## src/rtl/itimer_pkg.sv

```systemverilog
package itimer_pkg;
    localparam int NCH = 3;
    localparam int CW  = 16;

    localparam logic [1:0] REG_COUNT  = 2'd0;
    localparam logic [1:0] REG_MODE   = 2'd1;
    localparam logic [1:0] REG_TARGET = 2'd2;
    localparam logic [1:0] REG_STAT   = 2'd3;

    // mode word bit positions (software-visible)
    localparam int MB_STOP    = 0;
    localparam int MB_WRAP    = 3;
    localparam int MB_IRQ_TGT = 4;
    localparam int MB_IRQ_OVF = 5;
    localparam int MB_REPEAT  = 6;
    localparam int MB_SRC_ALT = 8;
    localparam int MB_SRC_DIV = 9;
    localparam int CTL_W      = 10;
    localparam int STAT_LSB   = 4;

    typedef struct packed {
        logic ovf;
        logic hit;
        logic evt;
    } flags_t;

    function automatic logic [CW-1:0] mode_word(flags_t f, logic [CTL_W-1:0] ctl);
        return {3'b000, f.ovf, f.hit, f.evt, ctl};
    endfunction
endpackage

```

## src/rtl/itimer_tick_sel.sv

```systemverilog
module itimer_tick_sel #(
    parameter int PW = 3
) (
    input  logic clk,
    input  logic rst,
    input  logic sys_ce,
    input  logic alt_tick,
    input  logic use_alt,
    input  logic use_div,
    input  logic stop,
    input  logic restart,
    output logic tick
);
    logic [PW-1:0] pre_q;
    logic          div_tick;

    always_ff @(posedge clk) begin
        if (rst || restart)
            pre_q <= '0;
        else if (sys_ce && !stop)
            pre_q <= pre_q + 1'b1;
    end

    assign div_tick = sys_ce && (pre_q == '1);

    always_comb begin
        if (stop)         tick = 1'b0;
        else if (use_alt) tick = alt_tick;
        else if (use_div) tick = div_tick;
        else              tick = sys_ce;
    end
endmodule

```

## src/rtl/itimer_chan.sv

```systemverilog
module itimer_chan
    import itimer_pkg::*;
(
    input  logic          clk,
    input  logic          rst,
    input  logic          tick,
    input  logic          we_cnt,
    input  logic          we_mode,
    input  logic          we_tgt,
    input  logic          re_mode,
    input  logic [CW-1:0] wdata,
    output logic [CW-1:0] cnt_q,
    output logic [CW-1:0] tgt_q,
    output logic [CW-1:0] mode_rd,
    output logic          irq
);
    logic [CTL_W-1:0] ctl_q;
    flags_t           flg_q;
    logic             fired_q;
    logic             hit, ovf, fire;
    logic [CW-1:0]    cnt_nxt;

    assign hit  = tick && (cnt_q == tgt_q);
    assign ovf  = tick && (cnt_q == '1);
    assign fire = ((hit && ctl_q[MB_IRQ_TGT]) || (ovf && ctl_q[MB_IRQ_OVF]))
                  && (ctl_q[MB_REPEAT] || !fired_q);
    assign cnt_nxt = (hit && ctl_q[MB_WRAP]) ? '0 : cnt_q + 1'b1;
    assign mode_rd = mode_word(flg_q, ctl_q);

    always_ff @(posedge clk) begin
        if (rst) begin
            ctl_q   <= '0;
            flg_q   <= '0;
            fired_q <= 1'b0;
            cnt_q   <= '0;
            irq     <= 1'b0;
        end else if (we_mode) begin
            ctl_q   <= wdata[CTL_W-1:0];
            flg_q   <= '0;
            fired_q <= 1'b0;
            cnt_q   <= '0;
            irq     <= 1'b0;
        end else begin
            irq <= fire;
            if (fire) fired_q <= 1'b1;
            if (we_cnt)    cnt_q <= wdata;
            else if (tick) cnt_q <= cnt_nxt;
            flg_q.hit <= hit || (flg_q.hit && !re_mode);
            flg_q.ovf <= ovf || (flg_q.ovf && !re_mode);
            flg_q.evt <= flg_q.evt || hit || ovf;
        end
    end

    always_ff @(posedge clk) begin
        if (rst)         tgt_q <= '0;
        else if (we_tgt) tgt_q <= wdata;
    end
endmodule

```

## src/rtl/itimer_irq_stat.sv

```systemverilog
module itimer_irq_stat #(
    parameter int N = 3
) (
    input  logic         clk,
    input  logic         rst,
    input  logic [N-1:0] pulse,
    input  logic         clr_we,
    input  logic [N-1:0] clr_mask,
    output logic [N-1:0] stat_q
);
    always_ff @(posedge clk) begin
        if (rst)
            stat_q <= '0;
        else
            stat_q <= (stat_q & ~(clr_we ? clr_mask : '0)) | pulse;
    end
endmodule

```

## src/rtl/itimer3.sv

```systemverilog
module itimer3
    import itimer_pkg::*;
#(
    parameter int PRESC_W = 3
) (
    input  logic          clk,
    input  logic          rst,
    input  logic          sys_ce,
    input  logic          dot_tick,
    input  logic          hsync_tick,
    input  logic [1:0]    bus_ch,
    input  logic [1:0]    bus_reg,
    input  logic          bus_we,
    input  logic          bus_re,
    input  logic [CW-1:0] bus_wdata,
    output logic [CW-1:0] bus_rdata,
    output logic [NCH-1:0] irq_pulse
);
    logic [NCH-1:0][CW-1:0] cnt_a, tgt_a, mode_a;
    logic [NCH-1:0]         tick_a;
    logic [NCH-1:0]         stat_q;

    for (genvar i = 0; i < NCH; i++) begin : g_ch
        logic sel, alt, use_div, stop;
        assign sel = (bus_ch == 2'(i));

        if (i == 0) begin : g_dot
            assign alt = dot_tick;
        end else begin : g_hs
            assign alt = hsync_tick;
        end

        if (i == NCH-1) begin : g_div
            assign use_div = mode_a[i][MB_SRC_DIV];
            assign stop    = mode_a[i][MB_STOP];
        end else begin : g_nodiv
            assign use_div = 1'b0;
            assign stop    = 1'b0;
        end

        itimer_tick_sel #(.PW(PRESC_W)) u_tick (
            .clk      (clk),
            .rst      (rst),
            .sys_ce   (sys_ce),
            .alt_tick (alt),
            .use_alt  ((i < NCH-1) && mode_a[i][MB_SRC_ALT]),
            .use_div  (use_div),
            .stop     (stop),
            .restart  (bus_we && sel && bus_reg == REG_MODE),
            .tick     (tick_a[i])
        );

        itimer_chan u_chan (
            .clk     (clk),
            .rst     (rst),
            .tick    (tick_a[i]),
            .we_cnt  (bus_we && sel && bus_reg == REG_COUNT),
            .we_mode (bus_we && sel && bus_reg == REG_MODE),
            .we_tgt  (bus_we && sel && bus_reg == REG_TARGET),
            .re_mode (bus_re && sel && bus_reg == REG_MODE),
            .wdata   (bus_wdata),
            .cnt_q   (cnt_a[i]),
            .tgt_q   (tgt_a[i]),
            .mode_rd (mode_a[i]),
            .irq     (irq_pulse[i])
        );
    end

    itimer_irq_stat #(.N(NCH)) u_stat (
        .clk      (clk),
        .rst      (rst),
        .pulse    (irq_pulse),
        .clr_we   (bus_we && bus_reg == REG_STAT),
        .clr_mask (bus_wdata[STAT_LSB +: NCH]),
        .stat_q   (stat_q)
    );

    always_comb begin
        bus_rdata = '0;
        if (bus_reg == REG_STAT) begin
            bus_rdata = CW'(stat_q) << STAT_LSB;
        end else begin
            for (int i = 0; i < NCH; i++) begin
                if (bus_ch == 2'(i)) begin
                    case (bus_reg)
                        REG_COUNT: bus_rdata = cnt_a[i];
                        REG_MODE:  bus_rdata = mode_a[i];
                        default:   bus_rdata = tgt_a[i];
                    endcase
                end
            end
        end
    end
endmodule

```

## config.mk

```make
export PLATFORM = sky130hd
export DESIGN_NAME = itimer3
export DESIGN_NICKNAME = d
export VERILOG_FILES = /design/src/rtl/itimer_pkg.sv /design/src/rtl/itimer_tick_sel.sv /design/src/rtl/itimer_chan.sv /design/src/rtl/itimer_irq_stat.sv /design/src/rtl/itimer3.sv
export SDC_FILE = /design/constraint.sdc
export NUM_CORES = 1
export LEC_CHECK = 0
export BUFFER_PORTS_ARGS = -buffer_cell sky130_fd_sc_hd__buf_2
export CAP_MARGIN = 25
export CORE_MARGIN = 3
export CORE_UTILIZATION = 23
export DETAILED_ROUTE_END_ITERATION = 16
export SLEW_MARGIN = 20
export SYNTH_ARGS = -nofsm -noshare
export SYNTH_HDL_FRONTEND = slang
export SYNTH_HIERARCHICAL = 1
export SYNTH_SLANG_ARGS = --single-unit
```

## constraint.sdc

```tcl
create_clock -name clk -period 2.47 [get_ports clk]
set_input_delay 0.1235 -clock clk [delete_from_list [all_inputs] [get_ports clk]]
set_output_delay 0.1235 -clock clk [all_outputs]
set_load 0.02 [all_outputs]
```

# Yosys cells after proc, flatten, opt, wreduce, memory -nomap -nowiden

Index checks and enable logic that the tools add are counted.

Input port bits: 27
Bits in registers: 147
Output and inout bits: 19
Logic and storage cells: 145

Eq/ne operators: 12
Reductions and logical operators: 79
$add $sub $neg: 4
Bitwise logic cells: 3
Mux-type cells: 21

Operators by type and width:

| operator                | number |
|---|---|
| $mux W16                | 13 |
| $pmux W16 S2            | 3 |
| $add A16 B1 Y16 const B | 3 |
| $eq A16 B16 Y1          | 3 |
| $eq A16 B16 Y1 const B  | 3 |
| $logic_and A1 B1 Y1     | 45 |
| $logic_or A1 B1 Y1      | 19 |
| $logic_not A1 Y1        | 7 |
| $eq A2 B2 Y1 const B    | 3 |
| $reduce_bool A2 Y1      | 3 |
| $reduce_or A2 Y1        | 3 |
| $eq A2 B1 Y1 const B    | 2 |
| $logic_not A2 Y1        | 2 |
| $mux W1                 | 4 |
| $add A3 B1 Y3 const B   | 1 |
| $and A3 B3 Y3           | 1 |
| $eq A3 B3 Y1 const B    | 1 |
| $mux W3                 | 1 |
| $not A3 Y3              | 1 |
| $or A3 B3 Y3            | 1 |

# Logic depth before layout (Yosys ltp)

Depth in word-level cells: 9
Mapped depth: 11
Mapped depth without buffers: 10

# Modules after synthesis

The synthesis kept the hierarchy.

By module, submodules not included:

| module                            | area an instance (µm²) | cells an instance | sequential area each (µm²) | instances |
|---|---|---|---|---|
| itimer_chan at g_ch[1].u_chan ... | 2331.0                 | 263               | 940.9                      | 2 |
| itimer_chan at g_ch[0].u_chan     | 2403.6                 | 254               | 940.9                      | 1 |
| itimer3                           | 1441.4                 | 228               | 0.0                        | 1 |
| itimer_tick_sel                   | 165.2                  | 16                | 60.1                       | 3 |
| itimer_irq_stat                   | 108.9                  | 12                | 60.1                       | 1 |

# Worst setup path after synthesis

No wires, ideal clock.

Path type: reg-to-reg
Start point: register g_ch[2].u_tick.pre_q[0]
End point: register g_ch[2].u_chan.cnt_q[2]
Required time: 2.339 ns
Period minus slack after synthesis: 2.055 ns
Setup time: 0.131 ns
Setup slack: 0.415 ns
Buffers on the path: 1
Arrival: 1.924 ns
Stages on the path, launching flop included: 11
Cell sequence: dfxtp_1 > ha_1 > ha_1 > nand2b_1 > nand3b_1 > a21oi_1 > nand2_1 > or3_4 > o31ai_2 > buf_6 > o22ai_1

Word-level cells in the longest chain between the ends: 9
Elaborated cells between the ends (all ways): 10
Those cells by class: eq/ne (1); mux (5); reduce/logical (4)

Ends and longest elaborated chain:

| element                  | RTL line              | text |
|---|---|---|
| start: declaration       | itimer_tick_sel.sv:14 | `logic [PW-1:0] pre_q;` |
| start signal: assignment | itimer_tick_sel.sv:21 | `pre_q <= pre_q + 1'b1;` |
| $eq A3 B3 Y1 *           | itimer_tick_sel.sv:24 | `assign div_tick = sys_ce && (pre_q == '1);` |
| $logic_and A1 B1 Y1 *    | itimer_tick_sel.sv:24 |  |
| $mux W1 *                | itimer_tick_sel.sv:29 | `else if (use_div) tick = div_tick;` |
| $mux W1 *                | itimer_tick_sel.sv:27 | `if (stop) tick = 1'b0;` |
| named net tick_a[2]      | itimer3.sv:20         | `logic [NCH-1:0] tick_a;` |
| $logic_and A1 B1 Y1      | itimer_chan.sv:23     | `assign hit = tick && (cnt_q == tgt_q);` |
| $logic_and A1 B1 Y1      | itimer_chan.sv:27     | `assign cnt_nxt = (hit && ctl_q[MB_WRAP]) ? '0 : cnt_q + 1'b1;` |
| $mux W16                 | itimer_chan.sv:27     |  |
| $mux W16                 | itimer_chan.sv:47     | `else if (tick) cnt_q <= cnt_nxt;` |
| $mux W16                 | itimer_chan.sv:46     | `if (we_cnt) cnt_q <= wdata;` |
| end signal: assignment   | itimer_chan.sv:46     |  |
| end signal: assignment   | itimer_chan.sv:47     |  |
| end: declaration         | itimer_chan.sv:12     | `output logic [CW-1:0] cnt_q,` |

Mark *: on every way through the listed nets, which the timed path passes. The rest lies on a longest branch. The select of a mux whose other input is x is not followed.
A chain may end at the register's enable or synchronous reset.

# Worst setup path in the final report

Start point: register g_ch[2].u_tick.pre_q[0]
End point: register g_ch[2].u_chan.cnt_q[12]

The elaborated chain is that of the path after synthesis.

==> results summary <==
The maximum vdd ir drop is 0.000549 V. The H-tree depth is 4. The CTS clock-pin slew for the worst setup and hold paths is 0.07 ns. The headroom to the max-slew limit is 36.1%. The tightest hold path in the finished design has a slack of 0.123 ns. The total clock sinks came out at 153. The first-pass GRT wire length came out at 45,500 um. The synthesized-area fraction occupied by and/or/nand/nor cells came out at 20.1%.

Cell internal power was estimated by the tool at 0.00424 W. At the worst endpoint, the required time is 2.78 ns. The post-synthesis sequential element count came out at 153. Among all flip-flop cells after synthesis, the most frequent one is dfxtp_1. The final estimated routing congestion in global placement is 0.908.

The post-detailed-route count of antenna-violating nets is 0. The total design power came out at 0.00595 W. The cell area after synthesis came out at 9110 sq um.

The y dimension of the die is 205 um. The site row count came out at 72. The count of mapped cells out of synthesis is 1,068. The via total after detailed routing came out at 8,063. The library cell with the largest summed area after synthesis is dfxtp_1. The area share of fa/ha/maj cells after synthesis is 1.24%. The synthesized area per cell is 8.53 sq um. In this run the most critical hold path is launched from bus_wdata[13]. The worst register-to-register path begins at g_ch[2].u_tick/pre_q[0].

By count the netlist is led by dfxtp_1 (153), nor2_1 (126), mux2i_1 (120). Across the run, the number of max-cap violations was 0. The initial core utilization came out at 23.4%. The floorplan step defined a core boundary enclosing 38,900 sq um.

The cell at the slowest stage of the critical path is or3_4. The final max-slew violation count was 0. The clock tree root driver cell is clkbuf_16. In this run the power spent charging and discharging nets is 0.00171 W. Cells with a size suffix above 1 make up 14.4% of the layout. The growth of design area from synthesis to finish is 14.8%. The number of nets in the final layout came out at 1,140. Post-CTS repair changed the size of 0 cells.

The clock insertion delay at the later pin of the skew report came out at 0.44 ns. The leakage power came out at 3.46 nW. The total wire length came out at 29,400 um. The sequential element share of the synthesized area is 33.6%. The filler cell count is 4,232.

The horizontal extent of the die is 205 um. The final worst-path setup slack is 0.229 ns. The worst hold path endpoint is g_ch[0].u_chan/tgt_q[13]. The path class of the lowest-slack min-delay path is input pin to flop. The endpoint class of the critical path is a flop. Setup repair after global routing left no endpoint under its margin. The placed wire-length estimate after detailed placement is 21,200 um.

The synthesized netlist contains 60 unique library cells. The cell with the most instances after synthesis is dfxtp_1. Entering global routing, the biggest net connects 43 pins. The minimum setup slack after placement came out at 0.257 ns. Net switching is 28.7% of the power.

TritonCTS built the clock tree. The via count of the first global-routing pass is 7,837. In the synthesized netlist the async set-or-reset flop fraction comes to 0%.

The detailed-route vias per instance came out at 4.93. The number of instances on the worst hold path came out at 3. The die covers 42,000 sq um.

The number of buffers between clock root and the deepest sink is 2. The endpoint identified for the worst register-to-register timing path is g_ch[2].u_chan/cnt_q[12]. 0 antenna diodes ended up in the layout. By area the synthesized netlist is led by dfxtp_1 (34%), mux2i_1 (13%), xnor2_1 (7.0%), nor2_1 (5.2%), a21oi_1 (4.1%). The critical path goes through ha_1 -> ha_1 -> nand2b_1 -> nand3b_1 -> a21oi_1 -> nand2_1 -> or3_4 -> o31ai_2 -> buf_4 -> o22ai_1. The number of clock buffers inserted by TritonCTS came out at 17. During synthesis, Yosys emitted a total of 6 warnings. The share of Yosys cell area claimed by the top area cell type came out at 33.6%. In this run, the number of DRC markers left after iteration 0 of detailed routing was 684. The number of endpoints failing setup at the final stage came out at 0. The clock period could shrink to 2.24 ns. In this run the register-to-register setup slack is 0.23 ns. The sequential standard cell area is 3060 sq um. The number of enable flip-flop cells after synthesis came out at 0. By instance count, the cell type seen most on the critical path is ha_1. The total count of hold-check failures in the final report came out at 0.

The total overflow reported by the global router is 0. The fraction of synthesized cell area in xor and xnor cells came out at 8.94%. The category of the critical setup timing path is flop to flop.

The number of hold-repair buffers added at the cts stage is 0. The portion of total power attributed to sequential cells came out at 43.3%. The maximum operating frequency came out at 0.446 GHz.

For the pin with the worst max-slew slack, the measured transition is 0.957 ns. In this run the post-CTS setup repair buffer count came out at 0. At the worst endpoint, the arrival time is 2.55 ns. The part of the total power dissipated in the clock network came out at 44.0%. After detailed routing, the average wire length per cell comes to 18.0 um. In this run the worst path has a maximum fanout of 7. Across the routed clock network, the largest skew measured is 0.0144 ns.

The aggregate global-route resource usage came out at 13.9%. The synthesized netlist devotes 16.1% of its cell area to compound gates. Of the total power, combinational logic draws 12.6%. The summed negative setup slack over all endpoints came out at 0 ns. The category of the worst setup path launch point is a flop. The number of detailed-routing iterations run before antenna repair came out at 6. After synthesis, the largest family of logic cells by area is simple AND/OR/NAND/NOR gates. On the worst path, the slowest cell contributes a delay of 0.41 ns. The proportion of synthesized area in mux cells is 13.6%. The area occupied by multi-input gates is 5540 sq um.

Dividing total power by cell area gives a power density of 569 nW/um^2. The number of antenna violations at the first check in global routing came to 0. Port buffering added 45 buffers. The period utilization is 90.7%. The run finished with clean final reports. After detailed routing, the number of remaining DRC violations is 0.

The top-level port count is 46. The number of cell instances on the worst register-to-register path is 10.
## per-layer routing
metal  vias to the layer above  GRT usage (%)  share of wire, %
met3                        55           1.75               4.1
met5                         -              0                 0
met2                       233           22.3                46
li1                       3842              -                 -
met4                         0           6.81               3.6
met1                      3933           18.5                46
## area by class of cell
class                           instances  share of cell area (%)
Sequential cell                       153                    29.3
Multi-Input combinational cell        823                    52.9
Clock inverter                         13                    1.32
Inverter                               21                   0.766
Timing Repair Buffer                   88                    5.24
Tap cell                              518                    6.20
Clock buffer                           19                    4.24
## how the worst max path moves through the flow
stage | from | end | cells after the start
5_1_grt | g_ch[2].u_tick/pre_q[0] | g_ch[2].u_chan/cnt_q[12] | 10
3_3_place_gp | g_ch[2].u_tick/pre_q[0] | g_ch[2].u_chan/cnt_q[11] | 10
6_report | g_ch[2].u_tick/pre_q[0] | g_ch[2].u_chan/cnt_q[12] | 10
3_5_place_dp | g_ch[2].u_tick/pre_q[0] | g_ch[2].u_chan/cnt_q[12] | 10
4_1_cts | g_ch[2].u_tick/pre_q[0] | g_ch[2].u_chan/cnt_q[12] | 10
2_1_floorplan | g_ch[2].u_tick/pre_q[0] | g_ch[2].u_chan/cnt_q[2] | 10
## state kept, by name, indices dropped and copies added, names as in the netlist
| signal | flops |
|---|---|
| g_ch.u_chan/cnt_q | 48 |
| g_ch.u_chan/tgt_q | 48 |
| g_ch.u_chan/ctl_q | 30 |
| g_ch.u_chan/mode_rd | 9 |
| g_ch.u_tick/pre_q | 9 |
| g_ch.u_chan/fired_q | 3 |
| g_ch.u_chan/irq | 3 |
| u_stat/stat_q | 3 |
## cell families (layout without fill, tap and decap cells)
family	count (synthesis)	after routing
xor+xnor	93	93
simple gates	356	356
other cells	4	17
flops	153	153
mux	123	123
buf+inv	105	141
fa+ha+maj	9	9
compound gates	225	225
## power by group through the flow
stage | clock [W] | sequential [W] | combinational [W]
3_5_place_dp | 0 | 0.00263 | 0.000735
6_report | 0.00262 | 0.00258 | 0.000752
4_1_cts | 0.00264 | 0.00258 | 0.000739
3_3_place_gp | 0 | 0.00263 | 0.000729
5_1_grt | 0.00276 | 0.00258 | 0.000807
2_1_floorplan | 0 | 0.00262 | 0.000493
## critical path: cells and delay by family, from the launching register on
family,cells,cell delay (ns)
and+or+nand+nor,4,0.67
DFF,1,0.35
adders and majority gates,2,0.29
AOI/OAI and AO/OA,3,0.59
buffers and inverters,1,0.21
## through the flow
stage / std cells / util, % / area (sq um)
after floorplan: 1081 / - / 9160
after global placement: 1603 / 25.4 / 9870
after detailed placement: 1603 / 25.4 / 9870
after CTS: 1635 / 26.9 / 10500
after global routing: 1635 / 26.9 / 10500
final: 1635 / 26.9 / 10500
## cell usage in the layout, fill, tap and decap left out, types with 4 or more instances in the layout
| cell type | n |
|---|---|
| o21ai_0 | 35 |
| nor2_2 | 5 |
| clkinv_4 | 4 |
| nand2_1 | 65 |
| a22o_1 | 12 |
| a21boi_1 | 4 |
| or3_4 | 4 |
| buf_2 | 45 |
| clkbuf_16 | 17 |
| mux2i_1 | 120 |
| inv_6 | 4 |
| o21ai_1 | 6 |
| a22oi_1 | 12 |
| xor2_1 | 20 |
| nand3_1 | 18 |
| nor3_1 | 24 |
| a21oi_1 | 74 |
| nand4_1 | 27 |
| xnor2_1 | 73 |
| nand3b_1 | 4 |
| ha_1 | 9 |
| nor2_1 | 121 |
| inv_1 | 19 |
| o22ai_2 | 10 |
| nor3b_1 | 43 |
| conb_1 | 17 |
| o22ai_1 | 50 |
| or2_2 | 6 |
| nand2b_1 | 10 |
| buf_4 | 43 |
| and3_1 | 4 |
| dfxtp_1 | 153 |
| nor2b_1 | 4 |
| and4_1 | 5 |
Note: power is estimated with default switching activity, not from simulation.
